File: src/rtl/msgobj_pkg.sv
package msgobj_pkg;
    localparam int ID_W    = 11;
    localparam int LEN_W   = 4;
    localparam int N_BYTES = 8;
    localparam int WORD_W  = 32;
    localparam int IDX_W   = $clog2(N_BYTES);
    localparam int DATA_W  = N_BYTES * 8;
    localparam int N_DWORD = N_BYTES / 4;
    localparam int ADDR_W  = 2;

    // field positions inside header word
    localparam int HDR_LEN_LSB = 16;
    localparam int HDR_SEM_LSB = 24;

    typedef enum logic [1:0] {
        SEM_IDLE  = 2'b00,
        SEM_BUSY  = 2'b01,
        SEM_READY = 2'b11
    } sem_e;
endpackage

File: src/rtl/msgobj_sem_fsm.sv
module msgobj_sem_fsm
    import msgobj_pkg::*;
(
    input  logic       clk,
    input  logic       rst_n,
    input  logic       start_i,
    input  logic       done_i,
    input  logic       cpu_we_i,
    input  logic [1:0] cpu_wdata_i,
    output sem_e       sem_o,
    output logic       accept_o
);
    sem_e state_q;
    sem_e state_d;
    logic claim;

    assign claim = cpu_we_i && (cpu_wdata_i == 2'b00);

    // state register
    always_ff @(posedge clk or negedge rst_n) begin
        if (!rst_n) state_q <= SEM_IDLE;
        else        state_q <= state_d;
    end

    // transitions: START beats FINISH and CLAIM
    always_comb begin
        state_d = state_q;
        if (start_i) begin
            state_d = SEM_BUSY;
        end else begin
            unique case (state_q)
                SEM_IDLE:  state_d = SEM_IDLE;
                SEM_BUSY:  if (done_i) state_d = SEM_READY;
                SEM_READY: if (claim)  state_d = SEM_IDLE;
                default:   state_d = SEM_IDLE;
            endcase
        end
    end

    // outputs
    always_comb begin
        sem_o    = state_q;
        accept_o = start_i || (state_q == SEM_BUSY);
    end
endmodule

File: src/rtl/msgobj_store.sv
module msgobj_store
    import msgobj_pkg::*;
#(
    parameter int NB = N_BYTES,
    localparam int IW = $clog2(NB),
    localparam int DW = NB * 8
) (
    input  logic             clk,
    input  logic             rst_n,
    input  logic             start_i,
    input  logic [ID_W-1:0]  id_i,
    input  logic [LEN_W-1:0] len_i,
    input  logic             accept_i,
    input  logic             byte_en_i,
    input  logic [IW-1:0]    byte_idx_i,
    input  logic [7:0]       byte_data_i,
    output logic [ID_W-1:0]  id_o,
    output logic [LEN_W-1:0] len_o,
    output logic [DW-1:0]    data_o
);
    always_ff @(posedge clk or negedge rst_n) begin
        if (!rst_n) begin
            id_o  <= '0;
            len_o <= '0;
        end else if (start_i) begin
            id_o  <= id_i;
            len_o <= len_i;
        end
    end

    for (genvar b = 0; b < NB; b++) begin : g_byte
        always_ff @(posedge clk or negedge rst_n) begin
            if (!rst_n)
                data_o[b*8 +: 8] <= '0;
            else if (accept_i && byte_en_i && (byte_idx_i == IW'(b)))
                data_o[b*8 +: 8] <= byte_data_i;
        end
    end
endmodule

File: src/rtl/msgobj_rd_mux.sv
module msgobj_rd_mux
    import msgobj_pkg::*;
#(
    parameter int NB = N_BYTES,
    localparam int DW = NB * 8,
    localparam int NW = NB / 4
) (
    input  logic [ADDR_W-1:0] addr_i,
    input  logic [ID_W-1:0]   id_i,
    input  logic [LEN_W-1:0]  len_i,
    input  sem_e              sem_i,
    input  logic [DW-1:0]     data_i,
    output logic [WORD_W-1:0] word_o
);
    logic [WORD_W-1:0] hdr;

    always_comb begin
        hdr = '0;
        hdr[ID_W-1:0]                       = id_i;
        hdr[HDR_LEN_LSB +: LEN_W]           = len_i;
        hdr[HDR_SEM_LSB +: 2]               = sem_i;
    end

    always_comb begin
        word_o = '0;
        if (addr_i == '0) word_o = hdr;
        for (int k = 0; k < NW; k++) begin
            if (addr_i == ADDR_W'(k + 1)) word_o = data_i[k*WORD_W +: WORD_W];
        end
    end
endmodule

File: src/rtl/msgobj_sem_buf.sv
module msgobj_sem_buf
    import msgobj_pkg::*;
(
    input  logic              clk,
    input  logic              rst_n,
    input  logic              wr_start,
    input  logic [ID_W-1:0]   wr_id,
    input  logic [LEN_W-1:0]  wr_dlc,
    input  logic              wr_byte_en,
    input  logic [IDX_W-1:0]  wr_byte_idx,
    input  logic [7:0]        wr_byte_data,
    input  logic              wr_done,
    input  logic [ADDR_W-1:0] cpu_rd_addr,
    output logic [WORD_W-1:0] cpu_rd_data,
    input  logic              cpu_sem_we,
    input  logic [1:0]        cpu_sem_wdata
);
    sem_e              sem_w;
    logic              accept_w;
    logic [ID_W-1:0]   id_w;
    logic [LEN_W-1:0]  len_w;
    logic [DATA_W-1:0] data_w;

    msgobj_sem_fsm u_fsm (
        .clk         (clk),
        .rst_n       (rst_n),
        .start_i     (wr_start),
        .done_i      (wr_done),
        .cpu_we_i    (cpu_sem_we),
        .cpu_wdata_i (cpu_sem_wdata),
        .sem_o       (sem_w),
        .accept_o    (accept_w)
    );

    msgobj_store #(.NB(N_BYTES)) u_store (
        .clk         (clk),
        .rst_n       (rst_n),
        .start_i     (wr_start),
        .id_i        (wr_id),
        .len_i       (wr_dlc),
        .accept_i    (accept_w),
        .byte_en_i   (wr_byte_en),
        .byte_idx_i  (wr_byte_idx),
        .byte_data_i (wr_byte_data),
        .id_o        (id_w),
        .len_o       (len_w),
        .data_o      (data_w)
    );

    msgobj_rd_mux #(.NB(N_BYTES)) u_mux (
        .addr_i (cpu_rd_addr),
        .id_i   (id_w),
        .len_i  (len_w),
        .sem_i  (sem_w),
        .data_i (data_w),
        .word_o (cpu_rd_data)
    );
endmodule

File: config.mk
export PLATFORM = sky130hd
export DESIGN_NAME = msgobj_sem_buf
export DESIGN_NICKNAME = d
export VERILOG_FILES = /design/src/rtl/msgobj_pkg.sv /design/src/rtl/msgobj_sem_fsm.sv /design/src/rtl/msgobj_store.sv /design/src/rtl/msgobj_rd_mux.sv /design/src/rtl/msgobj_sem_buf.sv
export SDC_FILE = /design/constraint.sdc
export NUM_CORES = 1
export LEC_CHECK = 0
export CAP_MARGIN = 20
export CORE_MARGIN = 5
export CORE_UTILIZATION = 40
export DETAILED_ROUTE_END_ITERATION = 8
export MAX_ROUTING_LAYER = met4
export PLACE_DENSITY = 0.61
export REMOVE_ABC_BUFFERS = 1
export SLEW_MARGIN = 20
export SYNTH_ARGS = -nofsm -noshare
export SYNTH_HDL_FRONTEND = slang
export SYNTH_SLANG_ARGS = --single-unit
File: constraint.sdc
create_clock -name clk -period 2.9 [get_ports clk]
set_clock_uncertainty 0.05 [all_clocks]
set_input_delay 0.87 -clock clk [delete_from_list [all_inputs] [get_ports clk]]
set_output_delay 0.87 -clock clk [all_outputs]
set_load 0.02 [all_outputs]
== Word-level counts from Yosys, hierarchy flattened ==
Index checks and enable logic that the tools add are counted.

* Eq/ne operators: 13
* Mux-type cells: 7
* Reductions and logical operators: 15

{| class="wikitable"
|+ Operator list
! operator !! number
|-
| 32-bit 2-to-1 mux || 2
|-
| 26-bit 2-to-1 mux || 1
|-
| 3-bit == test, second input constant || 4
|-
| 1-bit logical AND || 10
|-
| 3-bit by 2-bit == test with 1-bit output, second input constant || 2
|-
| 2-bit 2-to-1 mux || 3
|-
| 2-bit by 1-bit == test with 1-bit output, second input constant || 2
|-
| 2-bit == test, second input constant || 2
|-
| 2-bit zero test || 2
|-
| 2-bit one-hot mux with 2 select lines || 1
|-
| 3-bit by 1-bit == test with 1-bit output, second input constant || 1
|-
| 3-bit zero test || 1
|-
| 3-bit by 2-bit != test with 1-bit output, second input constant || 1
|-
| 3-bit != test, second input constant || 1
|-
| 2-bit AND reduction || 1
|-
| 1-bit logical OR || 1
|}

* Register bits: 81
* Bits of input ports: 36
* Output and inout port bits: 32
* Word-level logic and storage cells: 46

== Depth between registers and ports, before layout ==
Gate-level depths: netlist (run 1).

* Depth in word-level cells: 5
* Gate-level depth with buffers: 6
* Gate-level depth less buffers: 3

== Cells and area by module ==
Synthesis (run 1) repeated with hierarchy kept, for this count alone.

* Cells, all modules: 243
* Area total of the unflattened synthesis: 3719.8 µm²

{| class="wikitable"
|+ By module, submodules not included
! module !! times used !! cells an instance !! area each (µm²) !! seq. area each (µm²)
|-
| msgobj_store || 1 || 175 || 3050.4 || 1976.9
|-
| msgobj_rd_mux || 1 || 60 || 571.8 || 0.0
|-
| msgobj_sem_fsm || 1 || 8 || 97.6 || 50.0
|}

== Worst setup path after synthesis (run 1) ==
OpenSTA, ideal clock, no wires.

* Path kind: input to output
* From: in cpu_rd_addr[0]
* To: out cpu_rd_data[0]
* Arrival time: 1.957 ns
* Required time: 1.980 ns
* Path slack: 0.023 ns
* Cell stages on the path: 4
* Path buffers: 2
* Cells stage by stage: buf_2 > buf_2 > mux2i_1 > o21ai_0

* Longest elaborated chain between the ends: 4
* Elaborated cells on any way between the ends: 6
* Those cells by class: eq/ne: 2; mux: 3; reduce/logical: 1

{| class="wikitable"
|+ Ends and longest elaborated chain
! what !! line !! RTL
|-
| start: declaration || msgobj_sem_buf.sv:13 || <nowiki>input logic [ADDR_W-1:0] cpu_rd_addr,</nowiki>
|-
| 2-bit zero test || msgobj_rd_mux.sv:26 || <nowiki>if (addr_i == '0) word_o = hdr;</nowiki>
|-
| 26-bit 2-to-1 mux || msgobj_rd_mux.sv:26 ||
|-
| 32-bit 2-to-1 mux || msgobj_rd_mux.sv:28 || <nowiki>if (addr_i == ADDR_W'(k + 1)) word_o = data_i[k*WORD_W +: WORD_W];</nowiki>
|-
| 32-bit 2-to-1 mux * || msgobj_rd_mux.sv:28 ||
|-
| end: declaration || msgobj_sem_buf.sv:14 || <nowiki>output logic [WORD_W-1:0] cpu_rd_data,</nowiki>
|}

Every way passes the cells marked *; elsewhere a longest branch is shown, timed or not.

== Final worst setup path (run 1) ==
* From: in cpu_rd_addr[0]
* To: out cpu_rd_data[11]

* Longest elaborated chain between the ends: 3
* Elaborated cells on any way between the ends: 4
* Those cells by class: eq/ne: 2; mux: 2

{| class="wikitable"
|+ Ends and longest elaborated chain
! what !! line
|-
| 2-bit by 1-bit == test with 1-bit output || msgobj_rd_mux.sv:28
|-
| 32-bit 2-to-1 mux || msgobj_rd_mux.sv:28
|-
| 32-bit 2-to-1 mux * || msgobj_rd_mux.sv:28
|}

Marked as above.

==> flow_metrics.tcl, run 1 <==
set metrics [dict create \
    finalSetupViolCount 0 \
    timing.final.max_slew_violations 0 \
    ios 68 \
    crit_required_ns 1.98 \
    cap_viol_max_count 0 \
    end_kind "primary output" \
    die_x_um 106 \
    drt_pass1_iterations 4 \
    postLayoutCoreUtil_pct 51.5 \
    worst_hold_slack_ns 0.457 \
    nFillCells 822 \
    syn_avg_cell_area_um2 14.0 \
    mappedNetlistArea_um2 3660 \
    power_density_nw_per_um2 647 \
    antenna_cells_inserted 0 \
    grt_max_degree 49 \
    worstSkewPairLatency_ns 0.35 \
    drt-vias-per-instance 5.31 \
    worstPathArrival_ns 1.95 \
    post_synth_most_frequent_cells "sky130_fd_sc_hd__dfrtp_1 (81), sky130_fd_sc_hd__mux2_2 (79), sky130_fd_sc_hd__nand2_1 (18)" \
    yosysTopAreaCellShare_pct 55.3 \
    cts.clk_slew.worst_paths_ns 0.06 \
    share_of_final_layout_standard_cells_stronger_than_drive_strength_1_pct 44.5 \
    report.final.hold_viol_count 0 \
    fp.coreArea_um2 9060 \
    critical_path.startpoint_type "input port" \
    maximum_buffer_depth_of_the_clock_tree 2 \
    ys.flop_type "sky130_fd_sc_hd__dfrtp_1" \
    worst_pin_slew_ns 1.07 \
    vias 2418 \
    wl_per_cell_um 19.3 \
    timing.final.crit_share_pct 99.1 \
    numClockSinks 81 \
    layout.area.seq_um2 2030 \
    clock_tree_from_tritoncts "yes" \
    post_synth_num_cell_types 23 \
    drt_drc_violations_left 0 \
    yosys_warnings 0 \
    grt_overflow 0 \
    dpl.hpwl_um 5690 \
    cts_buffers 9 \
    cp_max_fo 15 \
    detail_route.wirelength_um 8800 \
    clock.fmax_ghz 0.348 \
    synth-edff-count 0 \
    all_layer_global_routing_usage_pct 17.2 \
    async_reset_ff_share_pct 100 \
    layoutNonFillerInstCount 455 \
    r2r_setup_slack_ns 0.56 \
    ir_drop_mv 0.303 \
    initial_core_util_pct 40.4 \
    run_status "complete, no violations" \
    drt_first_iter_violations 80 \
    synth.most_common_cell "sky130_fd_sc_hd__dfrtp_1" \
    ant_nets 0 \
    cellLeakagePower_uw 0.00207 \
    worstHoldPathType "reg -> reg" \
    number_of_h_tree_levels 3 \
    area_growth_syn_to_layout_pct 27.4 \
    globalplace.congestion 0.756 \
    timing.setup.tns_ns 0 \
    number_of_global_route_vias_before_repair 2550 \
    relSlewSlack_pct 28.5 \
    totalPowerFinal_uw 3020 \
    yosysSeqAreaShare_pct 55.3 \
    fp.dieH_um 106 \
    synthesized_flop_and_latch_total 81 \
    post_synth_main_area_contributors "sky130_fd_sc_hd__dfrtp_1 (55%), sky130_fd_sc_hd__mux2_2 (24%), sky130_fd_sc_hd__mux2i_1 (4.6%)" \
    placed_cells_incl_taps 435 \
    synth.largest_area_cell "sky130_fd_sc_hd__dfrtp_1" \
    clock_tree.root_cell "sky130_fd_sc_hd__clkbuf_8" \
    row_count 35 \
    multi_input_gate_area_in_the_final_layout_um2 1580 \
    syn_inst 261 \
    global_route_wire_length_before_repair_um 14300 \
    timing_worst_setup_path_type "in -> out" \
    grt_setup_unrepaired "yes" \
    final_nets 375 \
    buffer_ports.inserted 67 \
    final.min_clock_period_ns 2.87 \
    design.die.area_um2 11200 \
    antenna_found_initial 0 \
]
final cells by class:
cell class / instances / share of cell area [%]
sequential: 81 / 43.4
clock buffer: 14 / 3.70
tap: 111 / 2.98
clock inverter: 2 / 0.750
multi-input combinational: 166 / 33.7
timing repair buffer: 81 / 15.4
stage by stage:
stage	setup WS (ns)	area [um^2]
global placement	-0.649	4520
finish	0.0258	4670
floorplan	-0.374	3590
global route	-0.0249	4670
detailed placement	-0.661	4520
CTS	0.00339	4720
worst max-delay path, stage by stage:
cell and delay [ns]:
sky130_fd_sc_hd__clkdlybuf4s15_2 0.25, sky130_fd_sc_hd__nor2b_2 0.21, sky130_fd_sc_hd__buf_12 0.17, sky130_fd_sc_hd__a22o_1 0.18, sky130_fd_sc_hd__clkdlybuf4s15_2 0.28
metal layers:
layer | vias up | track usage, % | share of wire, %
met5 | - | - | 0
met4 | 0 | 4.63 | 1.2
met3 | 8 | 4.53 | 4.4
met2 | 62 | 25.1 | 47
met1 | 1232 | 23.8 | 48
li1 | 1116 | - | -
cells by family after synthesis:
family / synth area share [%]
AO/OA/AOI/OAI: 9.66
buffers and inverters: 2.08
AND/OR/NAND/NOR: 4.03
flip-flops: 55.3
multiplexers: 28.9
power by group:
part	switching, uW	leakage (uW)	internal (uW)
clock network	382	0.000107	468
registers	124	0.000968	1370
logic	315	0.000994	363
total	821	0.00207	2200
path summary, 6_finish.rpt:
path	from	depth (start not counted)	end
setup / recovery	cpu_rd_addr[0]	5	cpu_rd_data[11]
hold / removal	u_store.id_o[6]	1	u_store.id_o[6]
setup reg to reg	u_fsm.sem_o[1]	3	u_store.data_o[31]
hold reg to reg	u_store.id_o[6]	1	u_store.id_o[6]
max in group asynchronous	rst_n	2	u_store.data_o[22]
min in group asynchronous	rst_n	1	u_store.data_o[13]
state kept, by name, summed over array words and instances, names as in the netlist:
| signal | count |
|---|---|
| u_store.id_o | 11 |
| u_store.len_o | 4 |
| u_fsm.sem_o | 2 |
| u_store.data_o | 64 |
what timing repair did:
item / in CTS / in global routing
gates cloned: 2 / 0
endpoints found under the hold margin: 0 / 0
gates resized for setup: 148 / 12
buffers inserted: 3 / 0
pin swaps: 1 / 0
hold buffers: 0 / 0
setup endpoints to repair: 32 / 20
cells in the final DEF (no fill, tap or decap), types with 3 or more instances in the layout:
cell type | netlist | layout
sky130_fd_sc_hd__dfrtp_1 | 81 | 81
sky130_fd_sc_hd__mux2_2 | 79 | 79
sky130_fd_sc_hd__clkdlybuf4s50_1 | 0 | 32
sky130_fd_sc_hd__buf_2 | 7 | 23
sky130_fd_sc_hd__nand2_1 | 18 | 18
sky130_fd_sc_hd__mux2i_1 | 17 | 16
sky130_fd_sc_hd__a22o_1 | 15 | 15
sky130_fd_sc_hd__o21ai_0 | 17 | 13
sky130_fd_sc_hd__clkbuf_8 | 0 | 12
sky130_fd_sc_hd__buf_4 | 1 | 9
sky130_fd_sc_hd__o21ai_1 | 0 | 4
sky130_fd_sc_hd__clkbuf_2 | 0 | 4
sky130_fd_sc_hd__buf_12 | 0 | 4
sky130_fd_sc_hd__buf_6 | 1 | 4
sky130_fd_sc_hd__clkdlybuf4s15_2 | 0 | 3
(Power assumes the default switching activity.)
==> inputs of run 2 (changes only) <==
Settings changed: CTS_BUF_LIST set to sky130_fd_sc_hd__clkbuf_16, HOLD_SLACK_MARGIN set to 0.12.
==> flow_metrics.tcl, run 2 (synthesized netlist as in run 1, its figures left out) <==
set metrics [dict create \
    clock_tree.root_cell "sky130_fd_sc_hd__clkbuf_16" \
    crit_slowest_cell "sky130_fd_sc_hd__clkdlybuf4s15_2" \
    dpl.hpwl_um 5690 \
    timing.final.crit_share_pct 99.2 \
    critPathBufInv 3 \
    totalPowerFinal_uw 3240 \
    drt_drc_violations_left 0 \
    relSlewSlack_pct 29.0 \
    postLayoutCoreUtil_pct 52.3 \
    highest_count_cells_in_the_layout_ignoring_fill_and_taps "sky130_fd_sc_hd__dfrtp_1 (81), sky130_fd_sc_hd__mux2_2 (79), sky130_fd_sc_hd__clkdlybuf4s50_1 (32), sky130_fd_sc_hd__buf_2 (22), sky130_fd_sc_hd__nand2_1 (18)" \
    fp.dieH_um 106 \
    number_of_h_tree_levels 3 \
    worst_pin_slew_ns 1.06 \
    timing.setup.tns_ns 0 \
    final.min_clock_period_ns 2.88 \
    final_nets 375 \
    power_density_nw_per_um2 683 \
    finalSetupViolCount 0 \
    worstSkewPairLatency_ns 0.33 \
    switching_share_of_power_pct 26.3 \
    crit_path_cell_trace "clkdlybuf4s15_2, nor2b_2, buf_12, a22o_1, clkdlybuf4s15_2" \
    kind_of_cell_with_the_highest_combined_delay_on_the_critical_path "buffers and inverters" \
    drt_pass1_iterations 4 \
    cts_buffers 9 \
    drt_first_iter_violations 83 \
    number_of_global_route_vias_before_repair 2555 \
    grt_setup_unrepaired "yes" \
    biggestRegsByFlops "u_store.data_o (64), u_store.id_o (11), u_store.len_o (4)" \
    seqPwrFrac_pct 46.2 \
    timing_worst_setup_path_type "in -> out" \
    cellLeakagePower_uw 0.00211 \
    critPathMaxStageDelay_ns 0.28 \
    fp.coreArea_um2 9060 \
    die_x_um 106 \
    grt_overflow 0 \
    report.final.hold_viol_count 0 \
    wl_per_cell_um 19.5 \
    top_register "u_store.data_o" \
    all_layer_global_routing_usage_pct 17.3 \
    worstPathArrival_ns 1.96 \
    intPower_uw 2390 \
    mostFrequentLayoutCell "sky130_fd_sc_hd__dfrtp_1" \
    clock_tree_from_tritoncts "yes" \
    cap_viol_max_count 0 \
    ir_drop_mv 0.368 \
    power.clock.fraction_pct 32.8 \
    drt-vias-per-instance 5.36 \
    cp_max_fo 15 \
    clock.fmax_ghz 0.348 \
    timing.final.max_slew_violations 0 \
    ios 68 \
    area_growth_syn_to_layout_pct 29.4 \
    worst_hold_slack_ns 0.453 \
    numClockSinks 81 \
    detail_route.wirelength_um 8850 \
    antenna_found_initial 0 \
    antenna_cells_inserted 0 \
    run_status "complete, no violations" \
    buffer_ports.inserted 67 \
    switchingPower_uw 854 \
    worstHoldPathType "reg -> reg" \
    vias 2438 \
    ant_nets 0 \
    comb_power_share_pct 21.0 \
    end_kind "primary output" \
    design.die.area_um2 11200 \
    share_of_final_layout_standard_cells_stronger_than_drive_strength_1_pct 43.6 \
    row_count 35 \
    post_cts_hold_buffer_count 0 \
    critical_path.startpoint_type "input port" \
    cts.clk_slew.worst_paths_ns 0.06 \
    global_route_wire_length_before_repair_um 14400 \
    grt_max_degree 49 \
    globalplace.congestion 0.756 \
    maximum_buffer_depth_of_the_clock_tree 2 \
    crit_top_cell "sky130_fd_sc_hd__clkdlybuf4s15_2" \
    largest_register_ff_count 64 \
    initial_core_util_pct 40.4 \
    crit_required_ns 1.98 \
]
run 2: per-layer routing:
layer  routed length (um)  GRT usage (%)
met5                    0              -
met4                  157           4.53
met3                  341           4.90
met2                 4100           25.0
met1                 4250           24.1
run 2: area by class of cell:
class / count / area (um^2)
fill: 814 / 4320
sequential: 81 / 2030
multi-input combinational: 166 / 1580
timing repair buffer: 81 / 722
clock buffer: 9 / 225
tap: 111 / 139
clock inverter: 7 / 53.8
run 2: worst paths after layout:
check | slack (ns) | endpoint | depth (start not counted) | startpoint
max in group asynchronous | 1.65 | u_store.data_o[38] | 2 | rst_n
worst max register to register | 0.56 | u_store.data_o[31] | 3 | u_fsm.sem_o[1]
worst min-delay path | 0.45 | u_store.data_o[40] | 1 | u_store.data_o[40]
worst min register to register | 0.45 | u_store.data_o[40] | 1 | u_store.data_o[40]
worst max-delay path | 0.02 | cpu_rd_data[11] | 5 | cpu_rd_addr[0]
min in group asynchronous | 0.52 | u_store.data_o[13] | 1 | rst_n
run 2: what timing repair did:
| item | CTS | global route |
|---|---|---|
| setup buffers | 3 | 0 |
| pin swaps | 1 | 0 |
| cloned | 2 | 0 |
| endpoints found under the setup margin | 32 | 20 |
| resized for setup | 148 | 13 |
run 2: power groups by stage:
stage | registers, uW | clock network, uW | logic [uW]
floorplan | 1470 | 0 | 425
global placement | 1510 | 0 | 720
detailed placement | 1510 | 0 | 735
CTS | 1500 | 1090 | 697
global route | 1520 | 1130 | 745
finish | 1500 | 1060 | 680
run 2: through the flow:
stage	std cells	area, um^2	worst slack, ns
after floorplan	247	3590	-0.374
after global placement	435	4520	-0.649
after CTS	456	4790	0.00328
after global routing	455	4740	-0.0249
after detailed placement	435	4520	-0.661
final	455	4740	0.0227
